--- config.mk ---
export PLATFORM = sky130hd
export DESIGN_NAME = entropy_feeder
export DESIGN_NICKNAME = d
export VERILOG_FILES = /design/src/rtl/entropy_feeder_pkg.sv /design/src/rtl/entropy_feeder_fifo.sv /design/src/rtl/entropy_feeder_ctrl.sv /design/src/rtl/entropy_feeder_dp.sv /design/src/rtl/entropy_feeder.sv
export SDC_FILE = /design/constraint.sdc
export NUM_CORES = 1
export LEC_CHECK = 0
export BUFFER_PORTS_ARGS = -buffer_cell sky130_fd_sc_hd__buf_2
export CAP_MARGIN = 10
export CORE_AREA = 4 4 181 254
export DETAILED_ROUTE_END_ITERATION = 6
export DIE_AREA = 0 0 185 258
export GPL_TIMING_DRIVEN = 0
export HOLD_SLACK_MARGIN = 0.05
export PLACE_DENSITY = 0.72
export SETUP_SLACK_MARGIN = 0.3
export SLEW_MARGIN = 20
export SYNTH_ARGS = -nofsm -noshare
export SYNTH_HDL_FRONTEND = slang
export SYNTH_HIERARCHICAL = 1
export SYNTH_SLANG_ARGS = --single-unit
--- constraint.sdc ---
create_clock -name clk -period 9.37 [get_ports clk]
set_clock_uncertainty 0.2 [all_clocks]
set_input_delay 0.937 -clock clk [delete_from_list [all_inputs] [get_ports clk]]
set_output_delay 0.937 -clock clk [all_outputs]
set_load 0.01 [all_outputs]
--- src/rtl/entropy_feeder_pkg.sv ---
package entropy_feeder_pkg;

  localparam int WORD_W = 32;

  // Strobes passed from the control side to the datapath each cycle.
  typedef struct packed {
    logic shiftEn;   // one accepted bit is presented this cycle
    logic shiftBit;  // value of that bit
    logic dropWord;  // a word completing this cycle must not be queued
  } packStrobe_t;

endpackage

--- src/rtl/entropy_feeder_fifo.sv ---
module entropy_feeder_fifo #(
  parameter int WIDTH = 32,
  parameter int DEPTH = 16
) (
  input  logic             clk,
  input  logic             rstN,
  input  logic             wrEn,
  input  logic [WIDTH-1:0] wrData,
  input  logic             rdEn,
  output logic [WIDTH-1:0] rdData,
  output logic             rdValid,
  output logic             empty
);

  localparam int AW    = (DEPTH > 1) ? $clog2(DEPTH) : 1;
  localparam int CNT_W = $clog2(DEPTH + 1);

  logic [WIDTH-1:0] mem [DEPTH];
  logic [AW-1:0]    wrPtr, rdPtr;
  logic [CNT_W-1:0] count;
  logic             full, wrDo, rdDo;

  assign full  = (count == CNT_W'(DEPTH));
  assign empty = (count == '0);
  assign wrDo  = wrEn && !full;
  assign rdDo  = rdEn && !empty;

  function automatic logic [AW-1:0] bump(input logic [AW-1:0] p);
    return (p == AW'(DEPTH - 1)) ? '0 : p + 1'b1;
  endfunction

  always_ff @(posedge clk) begin
    if (wrDo) mem[wrPtr] <= wrData;
  end

  always_ff @(posedge clk or negedge rstN) begin
    if (!rstN) begin
      wrPtr   <= '0;
      rdPtr   <= '0;
      count   <= '0;
      rdData  <= '0;
      rdValid <= 1'b0;
    end else begin
      rdValid <= rdDo;
      if (rdDo) begin
        rdData <= mem[rdPtr];
        rdPtr  <= bump(rdPtr);
      end
      if (wrDo) wrPtr <= bump(wrPtr);
      case ({wrDo, rdDo})
        2'b10:   count <= count + 1'b1;
        2'b01:   count <= count - 1'b1;
        default: count <= count;
      endcase
    end
  end

  // a push into a full queue without a read leaves the level alone
  assert_no_overflow_R10: assert property (@(posedge clk) disable iff (!rstN)
    wrEn && full && !rdEn |=> $stable(count));

  // level never exceeds the depth
  assert_level_bound_R10: assert property (@(posedge clk) disable iff (!rstN)
    count <= CNT_W'(DEPTH));

  // reading an empty queue produces no valid word
  assert_empty_read_R9: assert property (@(posedge clk) disable iff (!rstN)
    rdEn && empty |=> !rdValid);

endmodule

--- src/rtl/entropy_feeder_ctrl.sv ---
module entropy_feeder_ctrl
  import entropy_feeder_pkg::*;
#(
  parameter int REP_CUTOFF = 64
) (
  input  logic        clk,
  input  logic        rstN,
  input  logic        cfgSourceOn,
  input  logic        rawBit,
  input  logic        rawValid,
  input  logic        whitenOn,
  input  logic        errClear,
  input  logic        fifoEmpty,
  output logic        biasEnable,
  output logic        healthFail,
  output packStrobe_t strobe
);

  localparam int RUN_W = $clog2(REP_CUTOFF + 2);
  localparam logic [RUN_W-1:0] RUN_CAP = RUN_W'(REP_CUTOFF + 1);
  localparam logic [RUN_W-1:0] RUN_CUT = RUN_W'(REP_CUTOFF);

  logic [RUN_W-1:0] runLen, runNext;
  logic             lastBit;
  logic             failQ;
  logic             sameRun, trip, sampleOk;
  logic             pairHalf, pairFirst;
  logic             biasQ;

  assign sampleOk = rawValid && !errClear;

  // Repetition monitor on raw samples
  always_comb begin
    sameRun = (runLen != '0) && (rawBit == lastBit);
    if (!sameRun)               runNext = RUN_W'(1);
    else if (runLen == RUN_CAP) runNext = runLen;
    else                        runNext = runLen + 1'b1;
    trip = sampleOk && sameRun && (runLen >= RUN_CUT);
  end

  // Optional pairwise debiasing
  always_comb begin
    strobe = '0;
    if (whitenOn) begin
      strobe.shiftEn  = sampleOk && pairHalf && (rawBit != pairFirst);
      strobe.shiftBit = pairFirst;
    end else begin
      strobe.shiftEn  = sampleOk;
      strobe.shiftBit = rawBit;
    end
    strobe.dropWord = failQ || trip;
  end

  always_ff @(posedge clk or negedge rstN) begin
    if (!rstN) begin
      runLen    <= '0;
      lastBit   <= 1'b0;
      failQ     <= 1'b0;
      pairHalf  <= 1'b0;
      pairFirst <= 1'b0;
      biasQ     <= 1'b0;
    end else begin
      biasQ <= cfgSourceOn;
      if (errClear) begin
        failQ  <= 1'b0;
        runLen <= '0;
      end else if (rawValid) begin
        runLen  <= runNext;
        lastBit <= rawBit;
        if (trip) failQ <= 1'b1;
      end
      if (!whitenOn) begin
        pairHalf <= 1'b0;
      end else if (sampleOk) begin
        pairHalf <= !pairHalf;
        if (!pairHalf) pairFirst <= rawBit;
      end
    end
  end

  assign biasEnable = biasQ;
  assign healthFail = failQ;

  // alarm holds until cleared
  assert_fail_sticky_R7: assert property (@(posedge clk) disable iff (!rstN)
    healthFail && !errClear |=> healthFail);

  // a clear always removes the alarm
  assert_clear_works_R7: assert property (@(posedge clk) disable iff (!rstN)
    errClear |=> !healthFail);

  // a sample that extends a run past the cutoff raises the alarm
  assert_trip_R6: assert property (@(posedge clk) disable iff (!rstN)
    rawValid && !errClear && (runLen == RUN_CUT) && (rawBit == lastBit) |=> healthFail);

  // the first half of a pair never packs a bit
  assert_half_silent_R4: assert property (@(posedge clk) disable iff (!rstN)
    whitenOn && !pairHalf |-> !strobe.shiftEn);

  // while words are being dropped an empty queue stays empty
  assert_drop_keeps_empty_R8: assert property (@(posedge clk) disable iff (!rstN)
    healthFail && !errClear && fifoEmpty |=> fifoEmpty);

endmodule

--- src/rtl/entropy_feeder_dp.sv ---
module entropy_feeder_dp
  import entropy_feeder_pkg::*;
#(
  parameter int WIDTH = WORD_W,
  parameter int DEPTH = 16
) (
  input  logic             clk,
  input  logic             rstN,
  input  packStrobe_t      strobe,
  input  logic             rdEn,
  output logic [WIDTH-1:0] rdData,
  output logic             rdValid,
  output logic             fifoEmpty
);

  localparam int CW = $clog2(WIDTH);

  logic [WIDTH-1:0] shReg, wordData;
  logic [CW-1:0]    bitCnt;
  logic             wordDone, push;

  assign wordDone = strobe.shiftEn && (bitCnt == CW'(WIDTH - 1));
  assign wordData = {shReg[WIDTH-2:0], strobe.shiftBit};
  assign push     = wordDone && !strobe.dropWord;

  always_ff @(posedge clk or negedge rstN) begin
    if (!rstN) begin
      shReg  <= '0;
      bitCnt <= '0;
    end else if (strobe.shiftEn) begin
      shReg  <= wordData;
      bitCnt <= wordDone ? '0 : bitCnt + 1'b1;
    end
  end

  entropy_feeder_fifo #(
    .WIDTH (WIDTH),
    .DEPTH (DEPTH)
  ) u_fifo (
    .clk     (clk),
    .rstN    (rstN),
    .wrEn    (push),
    .wrData  (wordData),
    .rdEn    (rdEn),
    .rdData  (rdData),
    .rdValid (rdValid),
    .empty   (fifoEmpty)
  );

  // the bit counter only advances on presented bits
  assert_count_hold_R3: assert property (@(posedge clk) disable iff (!rstN)
    !strobe.shiftEn |=> $stable(bitCnt));

endmodule

--- src/rtl/entropy_feeder.sv ---
module entropy_feeder
  import entropy_feeder_pkg::*;
#(
  parameter int REP_CUTOFF = 64,
  parameter int FIFO_DEPTH = 16
) (
  input  logic              clk,
  input  logic              rstN,
  input  logic              cfgSourceOn,
  output logic              biasEnable,
  input  logic              rawBit,
  input  logic              rawValid,
  input  logic              whitenOn,
  input  logic              errClear,
  output logic              healthFail,
  input  logic              rdEn,
  output logic [WORD_W-1:0] rdData,
  output logic              rdValid,
  output logic              fifoEmpty
);

  packStrobe_t strobe;

  entropy_feeder_ctrl #(
    .REP_CUTOFF (REP_CUTOFF)
  ) u_ctrl (
    .clk         (clk),
    .rstN        (rstN),
    .cfgSourceOn (cfgSourceOn),
    .rawBit      (rawBit),
    .rawValid    (rawValid),
    .whitenOn    (whitenOn),
    .errClear    (errClear),
    .fifoEmpty   (fifoEmpty),
    .biasEnable  (biasEnable),
    .healthFail  (healthFail),
    .strobe      (strobe)
  );

  entropy_feeder_dp #(
    .WIDTH (WORD_W),
    .DEPTH (FIFO_DEPTH)
  ) u_dp (
    .clk       (clk),
    .rstN      (rstN),
    .strobe    (strobe),
    .rdEn      (rdEn),
    .rdData    (rdData),
    .rdValid   (rdValid),
    .fifoEmpty (fifoEmpty)
  );

endmodule

# After elaboration in Yosys (flattened, before gate mapping)
# Memories as Yosys holds them, arrays and structs flattened. A register that Yosys moved wholly into a read port is not among the register bits.
# Cells that the tools add are included.
# totals
regBits	62
wordCells	75
rom_bits	0
memories	1
latch_bits	0
ram_bits	512
# op_classes
reduce_logical	26
n_addsub	6
n_bitwise	2
shift	0
n_mux	16
n_eq_ne	11
order_cmp	1
n_div	0
multipliers	0
# mem_list
name	words	word_bits	rd	rd_ports_with_merged_regs	write_ports	line_no	source
u_dp.u_fifo.mem	16	32	1	1	1	entropy_feeder_fifo.sv:18	logic [WIDTH-1:0] mem [DEPTH];
# op_table
op	n
7-bit 2-to-1 mux	4
5-bit by 1-bit adder with 5-bit output, second input constant	2
5-bit equality test, second input constant	2
1-bit logical AND	10
5-bit one-hot mux with 2 select lines	1
4-bit by 1-bit adder with 4-bit output, second input constant	2
4-bit equality test, second input constant	2
4-bit 2-to-1 mux	2
7-bit by 1-bit adder with 7-bit output, second input constant	1
7-bit equality test, second input constant	1
7-bit greater-or-equal comparator, second input constant	1
1-bit 2-to-1 mux	7
7-bit nonzero test	1
1-bit logical NOT	6
2-bit AND reduction	3
2-bit nonzero test	3
5-bit logical NOT	1
5-bit 2-to-1 mux	1
5-bit by 1-bit subtractor with 5-bit output, second input constant	1
3-bit != test, second input constant	1
3-bit AND reduction	1
2-bit by 1-bit equality test with 1-bit output, second input constant	1
2-bit equality test, second input constant	1
2-bit 2-to-1 mux	1
5 further kinds	6

# Logic depth before layout (Yosys ltp)
# Gate-level depths: netlist of the first run.
# logic_depth
word_depth	10
mapped_depth	17
ltp_nobuf	13

# Modules after synthesis
# Netlist of the first run, hierarchy kept.
# by_module_without_submodules
module	cells_each	area_each_um2	n_inst
entropy_feeder_fifo	1085	21211.6	1
entropy_feeder_dp	90	1423.9	1
entropy_feeder_ctrl	71	724.4	1

# Worst setup path after synthesis of the first run
# No wires, ideal clock.
# synth_timing
path_type	input -> register
startpoint	input port rawBit
endpoint	memory u_dp.u_fifo.mem[0][0], enable pin
setup_time_ns	0.461
setup_slack_ns	4.025
stages	12
arrival_time_ns	4.684
path_cell_list	buf_4 xor2_1 nand2_1 a21oi_1 buf_6 buf_6 nand2_1 nor2_1 o21a_1 clkbuf_1 nand2_1 nor3_1
# synth_lines
item	line_no	source
start: declaration	entropy_feeder.sv:11	input logic rawBit,
end: declaration	entropy_feeder_fifo.sv:18	

==> results of run 1 <==
-- worst register-to-register path: stages (launching register included) --
cell and delay [ns]:
dfrtp_1 0.40, xor2_1 0.15, nand2_1 0.07, a21oi_1 0.26, buf_6 0.26, buf_6 0.18
nand2_1 0.08, nor2_1 0.09, o21a_1 0.15, clkbuf_1 0.31, nand2_1 0.33, nor3_2 0.74
buf_4 0.34, buf_4 0.21
-- worst max-delay path by stage --
stage | endpoint | slack, ns | cells after the start | from
floorplan | u_dp/u_fifo/mem[0][0] | 4.02 | 12 | rawBit
global placement | u_dp/u_fifo/mem[2][26] | 0.67 | 11 | errClear
detailed placement | u_dp/u_fifo/mem[1][26] | 4.56 | 13 | errClear
CTS | u_dp/u_fifo/mem[1][26] | 5.15 | 13 | errClear
global route | u_dp/u_fifo/mem[1][26] | 4.99 | 14 | rawBit
finish | u_dp/u_fifo/mem[1][26] | 5.19 | 13 | errClear
-- cells by family (layout without fill, tap and decap cells) --
kind of cell,Yosys count,in the layout
AO/OA/AOI/OAI,158,158
XOR/XNOR,10,10
adder cells (fa/ha/maj),15,15
buffers and inverters,75,250
flip-flops,606,606
multiplexers,230,230
AND/OR/NAND/NOR,152,152
-- metal layers --
metal / up-vias / routed length [µm] / global-route usage [%]
li1: 5239 / - / -
met3: 106 / 3110 / 2.93
met4: 0 / 1810 / 7.18
met5: - / 0 / 0
met2: 447 / 27700 / 38.8
met1: 6361 / 19100 / 27.5
-- Yosys cell counts, drive strengths merged --
master | count | area, µm²
edfxtp | 512 | 15400
mux2i | 127 | 1270
dfrtp | 94 | 2350
mux4 | 67 | 1510
o22ai | 62 | 388
nor2 | 49 | 184
buf | 47 | 284
a21oi | 36 | 180
mux2 | 36 | 420
nor3 | 36 | 180
a22oi | 31 | 233
nand2 | 27 | 101
clkbuf | 19 | 71.3
ha | 14 | 175
nand3 | 14 | 70.1
o21ai | 10 | 61.3
inv | 9 | 33.8
a21o | 7 | 52.6
xnor2 | 7 | 61.3
nand2b | 5 | 31.3
nor2b | 4 | 25.0
nand3b | 3 | 22.5
o211ai | 3 | 36.3
or3 | 3 | 20.0
xor2 | 3 | 26.3
nor3b | 2 | 15.0
o21bai | 2 | 15.0
o31ai | 2 | 15.0
or2 | 2 | 12.5
or4 | 2 | 22.5
a22o | 1 | 8.76
a311oi | 1 | 8.76
and2 | 1 | 6.26
and3 | 1 | 6.26
fa | 1 | 20.0
nand4 | 1 | 6.26
nor4 | 1 | 6.26
o21a | 1 | 7.51
o311ai | 1 | 8.76
o41ai | 1 | 27.5
or3b | 1 | 8.76
-- metrics by stage --
stage / instance area [µm²] / cells
floorplan: 23400 / 1246
global placement: 24300 / 1846
detailed placement: 25000 / 1883
CTS: 26700 / 1979
global route: 26700 / 1979
finish: 26700 / 1979
-- where the power goes --
| part | switching [µW] | internal [µW] | total (µW) | leakage [µW] |
|---|---|---|---|---|
| logic | 925 | 668 | 1590 | 0.00256 |
| registers | 162 | 3120 | 3280 | 0.00602 |
| clock network | 911 | 1190 | 2100 | 0.000826 |
| total | 2000 | 4980 | 6980 | 0.00940 |
-- final cells by class --
class                      count  area share [%]
multi-input combinational    565            20.0
buffer                        66            1.33
sequential                   606            66.3
timing repair buffer          79            3.24
tap                          558            2.61
clock buffer                  74            5.60
clock inverter                22           0.712
inverter                       9           0.126
-- registers in the layout (all words and copies together), names as in the netlist --
register and count:
u_ctrl/biasEnable 1, u_ctrl/healthFail 1, u_ctrl/lastBit 1, u_ctrl/pairFirst 1, u_ctrl/pairHalf 1, u_ctrl/runLen 7
u_dp/bitCnt 5, u_dp/shReg 31, u_dp/u_fifo/count 5, u_dp/u_fifo/mem 512, u_dp/u_fifo/rdData 32, u_dp/u_fifo/rdPtr 4
u_dp/u_fifo/rdValid 1, u_dp/u_fifo/wrPtr 4
==> impl_metrics.env, run 1 <==
export IMPL_hpwlAfterDp_mm=33.9
export IMPL_ctsHoldBuffers=0
export IMPL_crit_required_ns=9.44
export IMPL_cts_repair_resized=0
export IMPL_routed_via_density=6.14
export IMPL_yosysSeqAreaShare_pct=75.9
export IMPL_die_y_um=258
export IMPL_r2r_start="u_ctrl/pairFirst"
export IMPL_timing_final_crit_period_ns=4.18
export IMPL_period_share_pct=44.6
export IMPL_crit_path_start_kind="input pin"
export IMPL_multi_input_area_um2=5350
export IMPL_max_cap_violations=0
export IMPL_io_buffers=42
export IMPL_p_leak_uw=0.00940
export IMPL_cts_setup_buffers=0
export IMPL_syn_avg_cell_area_um2=18.7
export IMPL_ys_ff_latch=606
export IMPL_cts_inserted_buffers=52
export IMPL_crit_chain="buf_2 > nand2b_1 > a21oi_1 > buf_6 > buf_6 > nand2_1 > nor2_1 > o21a_1 > clkbuf_1 > nand2_1 > nor3_2 > buf_4 > buf_4"
export IMPL_track_usage_pct=21.7
export IMPL_synth_compound_area_share_pct=4.46
export IMPL_hp_class="in2async"
export IMPL_synth_xor_area_share_pct=0.375
export IMPL_power_per_cell_area_nw_per_um2=261
export IMPL_worst_hold_slack_ns=0.0814
export IMPL_syn_cell_area_um2=23400
export IMPL_register_area_um2=17700
export IMPL_final_cell_mix="edfxtp_1 (512), mux2i_1 (127), dfrtp_1 (94), buf_2 (67), mux4_2 (67)"
export IMPL_crit_arrival_ns=4.25
export IMPL_clkTransAtPathRegs_ns=0.06
export IMPL_grt_max_degree=54
export IMPL_muxShareOfSynthArea_pct=13.7
export IMPL_critPathKind="in2reg"
export IMPL_cts_tree="built"
export IMPL_slowest_delay_ns=0.74
export IMPL_clk_latency_ns=0.57
export IMPL_finish_net_count=1402
export IMPL_rsz0062_at_grt="no"
export IMPL_relSlewSlack_pct=33.7
export IMPL_syn_inst=1246
export IMPL_fill_cells=3089
export IMPL_layout_commonest_cell="edfxtp_1"
export IMPL_drt_initial_drc_count=1158
export IMPL_synth_top_family_by_area="multiplexers"
export IMPL_dieArea_um2=47700
export IMPL_num_io_pins=44
export IMPL_wl_per_cell_um=26.1
export IMPL_cpMaxStageDelayCell="nor3_2"
export IMPL_r2r_setup_slack_ns=5.31
export IMPL_cp_top_family="buffers and inverters"
export IMPL_peakVddDrop_mv=0.148
export IMPL_num_vias=12153
export IMPL_cts_root_buf="clkbuf_16"
export IMPL_grt_pass1_wl_mm=77.1
export IMPL_yosys_warnings=6
export IMPL_wl_mm=51.7
export IMPL_timing_worst_slew_pin_value_ns=0.995
export IMPL_antenna_found_initial=0
export IMPL_synth_simple_area_share_pct=3.07
export IMPL_core_um2=43700
export IMPL_worst_slack_ns=5.19
export IMPL_start_util_pct=53.4
export IMPL_cp_end_kind="flip-flop"
export IMPL_rr_worst_depth=13
export IMPL_htree_levels=2
export IMPL_clkSinkCount=606
export IMPL_cp_num_buf_inv=6
export IMPL_total_power_uw=6980
export IMPL_grt_overflow=0
export IMPL_drive_gt1_share_pct=23.2
export IMPL_synth_fa_ha_area_share_pct=0.836
export IMPL_route_antenna_remaining_nets=0
export IMPL_synth_nets=1269
export IMPL_timing_fmax_mhz=239
export IMPL_grt_pass1_vias=12700
export IMPL_setup_violations=0
export IMPL_antennaDiodeCount=0
export IMPL_utilization_pct=61.1
export IMPL_dp_slack_ns=4.56
export IMPL_route_detailed_drc=0
export IMPL_synth_cell_types=49
export IMPL_gp_congestion=0.776
export IMPL_outcome="finished clean"
export IMPL_cts_path_max_buffers=3
export IMPL_crit_fanout=10
export IMPL_die_w_um=185
export IMPL_area_growth_pct=14.4
export IMPL_firstDrtPassIters=5
export IMPL_fp_row_count=91
export IMPL_r2r_end="u_dp/u_fifo/mem[1][26]"
export IMPL_fin_setup_tns_ns=0
export IMPL_slew_viol_final=0
export IMPL_hold_viol_final=0
Note: power is estimated with default switching activity, not from simulation.
==> run 2, diff against run 1 <==
Settings changed: PLACE_DENSITY 0.72 to 0.74.
Clock period 9.37 ns to 3.8 ns, I/O delays scaled along.
==> impl_metrics.env, run 2 (synthesis results as in run 1) <==
export IMPL_outcome="finished clean"
export IMPL_relSlewSlack_pct=37.3
export IMPL_hold_viol_final=0
export IMPL_clkTransAtPathRegs_ns=0.06
export IMPL_crit_fanout=11
export IMPL_cts_inserted_buffers=52
export IMPL_finish_net_count=1411
export IMPL_hold_end="u_ctrl/lastBit"
export IMPL_dpl_instance_area_um2=25100
export IMPL_hold_depth=3
export IMPL_peakVddDrop_mv=0.493
export IMPL_dieArea_um2=47700
export IMPL_fin_setup_tns_ns=0
export IMPL_track_usage_pct=22.0
export IMPL_largest_reg_flops=512
export IMPL_wl_per_cell_um=26.3
export IMPL_route_antenna_remaining_nets=0
export IMPL_die_w_um=185
export IMPL_max_cap_violations=0
export IMPL_route_detailed_drc=0
export IMPL_htree_levels=2
export IMPL_grt_pass1_wl_mm=78.2
export IMPL_num_vias=12176
export IMPL_final_cell_mix="edfxtp_1 (512), mux2i_1 (127), dfrtp_1 (94), buf_2 (67), mux4_2 (67)"
export IMPL_start_util_pct=53.4
export IMPL_rr_worst_depth=10
export IMPL_period_share_pct=88.9
export IMPL_timing_final_crit_period_ns=3.38
export IMPL_setup_violations=0
export IMPL_layout_commonest_cell="edfxtp_1"
export IMPL_routed_via_density=6.12
export IMPL_firstDrtPassIters=5
export IMPL_slew_viol_final=0
export IMPL_final_area_um2=26900
export IMPL_clkSinkCount=606
export IMPL_power_per_cell_area_nw_per_um2=639
export IMPL_grt_overflow=0
export IMPL_die_y_um=258
export IMPL_cts_path_max_buffers=3
export IMPL_crit_chain="or4_4 > o21ai_4 > inv_2 > buf_4 > ha_2 > fa_1 > a21o_1 > a21oi_1 > mux2i_1 > xnor2_1"
export IMPL_cts_tree="built"
export IMPL_timing_worst_slew_pin_value_ns=0.940
export IMPL_slowest_delay_ns=0.58
export IMPL_antenna_found_initial=0
export IMPL_largestRegisters="u_dp/u_fifo/mem x512, u_dp/u_fifo/rdData x32, u_dp/shReg x31"
export IMPL_crit_required_ns=4.09
export IMPL_r2r_start="u_dp/u_fifo/count[3]"
export IMPL_cp_num_buf_inv=2
export IMPL_drt_initial_drc_count=1212
export IMPL_core_um2=43700
export IMPL_hpwlAfterDp_mm=33.5
export IMPL_clk_latency_ns=0.57
export IMPL_timing_fmax_mhz=296
export IMPL_crit_path_start_kind="flip-flop"
export IMPL_rsz0062_at_grt="yes"
export IMPL_gp_congestion=0.787
export IMPL_crit_arrival_ns=3.67
export IMPL_r2r_setup_slack_ns=0.42
export IMPL_cpMaxStageDelayCell="or4_4"
export IMPL_cp_end_kind="flip-flop"
export IMPL_r2r_end="u_dp/u_fifo/count[4]"
export IMPL_grt_pass1_vias=12895
export IMPL_critPathKind="reg2reg"
export IMPL_cts_root_buf="clkbuf_16"
export IMPL_grt_max_degree=60
export IMPL_area_growth_pct=15.2
export IMPL_hp_class="in2reg"
export IMPL_io_buffers=42
export IMPL_min_from="errClear"
export IMPL_num_io_pins=44
export IMPL_fp_row_count=91
export IMPL_wl_mm=52.3
export IMPL_largest_register="u_dp/u_fifo/mem"
export IMPL_antennaDiodeCount=0
export IMPL_p_leak_uw=0.00944
export IMPL_drive_gt1_share_pct=23.1
export IMPL_cp_top_family="adder cells"
[run 2: cell count changes in the layout (fill, tap and decap cells not counted), sizes merged]
| cell | before | now |
|---|---|---|
| clkbuf | 93 | 84 |
| clkinv | 16 | 24 |
| dlygate4sd3 | 0 | 8 |
| buf | 126 | 128 |
| bufinv | 3 | 4 |
| clkinvlp | 3 | 2 |
[run 2: what timing repair did]
item	CTS	global route
endpoints found under the setup margin	191	76
pin swaps	2	4
hold buffers	8	0
resized for setup	3	2
buffers inserted	2	5
endpoints found under the hold margin	101	0
[run 2: layout make-up]
cell class | count | area, µm²
plain buffers | 66 | 359
clock buffers | 66 | 1430
clock inverters | 30 | 249
fillers | 3057 | 16800
multi-input cells | 565 | 5390
repair buffers | 88 | 1030
well taps | 558 | 698
inverters | 9 | 33.8
flip-flops and latches | 606 | 17700
[run 2: report_power, final]
group	leakage, µW	switching, µW	internal (µW)	total, µW
sequential	0.00602	400	7690	8090
combinational	0.00259	2270	1660	3930
clock	0.000824	2260	2920	5180
[run 2: routing by layer]
layer | track usage [%] | routed length [µm] | vias up
met5 | 0 | 0 | -
li1 | - | - | 5252
met4 | 6.12 | 1330 | 0
met2 | 40.1 | 28700 | 441
met1 | 27.4 | 19000 | 6397
met3 | 3.33 | 3230 | 86
[run 2: worst reg2reg max path, stage by stage (launching register included)]
cell     delay (ns)
dfrtp_1        0.40
or4_4          0.58
o21ai_4        0.28
inv_2          0.18
buf_4          0.25
ha_2           0.24
fa_1           0.42
a21o_1         0.19
a21oi_1        0.18
mux2i_1        0.23
xnor2_1        0.13
[run 2: worst max path at each step]
stage                                        end            startpoint  depth (start not counted)  slack (ns)
after floorplan           u_dp/u_fifo/mem[12][0]                rawBit                         12       -0.13
after global placement     u_dp/u_fifo/mem[4][2]              errClear                         11       -2.25
after detailed placement   u_dp/u_fifo/mem[4][3]              errClear                         13       -0.14
after CTS                   u_dp/u_fifo/count[4]      u_ctrl/pairFirst                         16        0.35
after global routing        u_dp/u_fifo/count[4]      u_ctrl/pairFirst                         16        0.21
final                       u_dp/u_fifo/count[4]  u_dp/u_fifo/count[3]                         10        0.42
[run 2: per-stage QoR]
| stage | setup slack (ns) | util [%] | instances | power, µW | hold WS (ns) |
|---|---|---|---|---|---|
| after global routing | 0.214 | 61.5 | 1988 | 17900 | 0.0754 |
| after global placement | -2.25 | 55.6 | 1846 | 12000 | 0.268 |
| after floorplan | -0.133 | - | 1246 | 10800 | -0.116 |
| final | 0.422 | 61.5 | 1988 | 17200 | 0.0758 |
| after detailed placement | -0.143 | 57.3 | 1877 | 12200 | 0.142 |
| after CTS | 0.350 | 61.4 | 1983 | 17300 | 0.0530 |
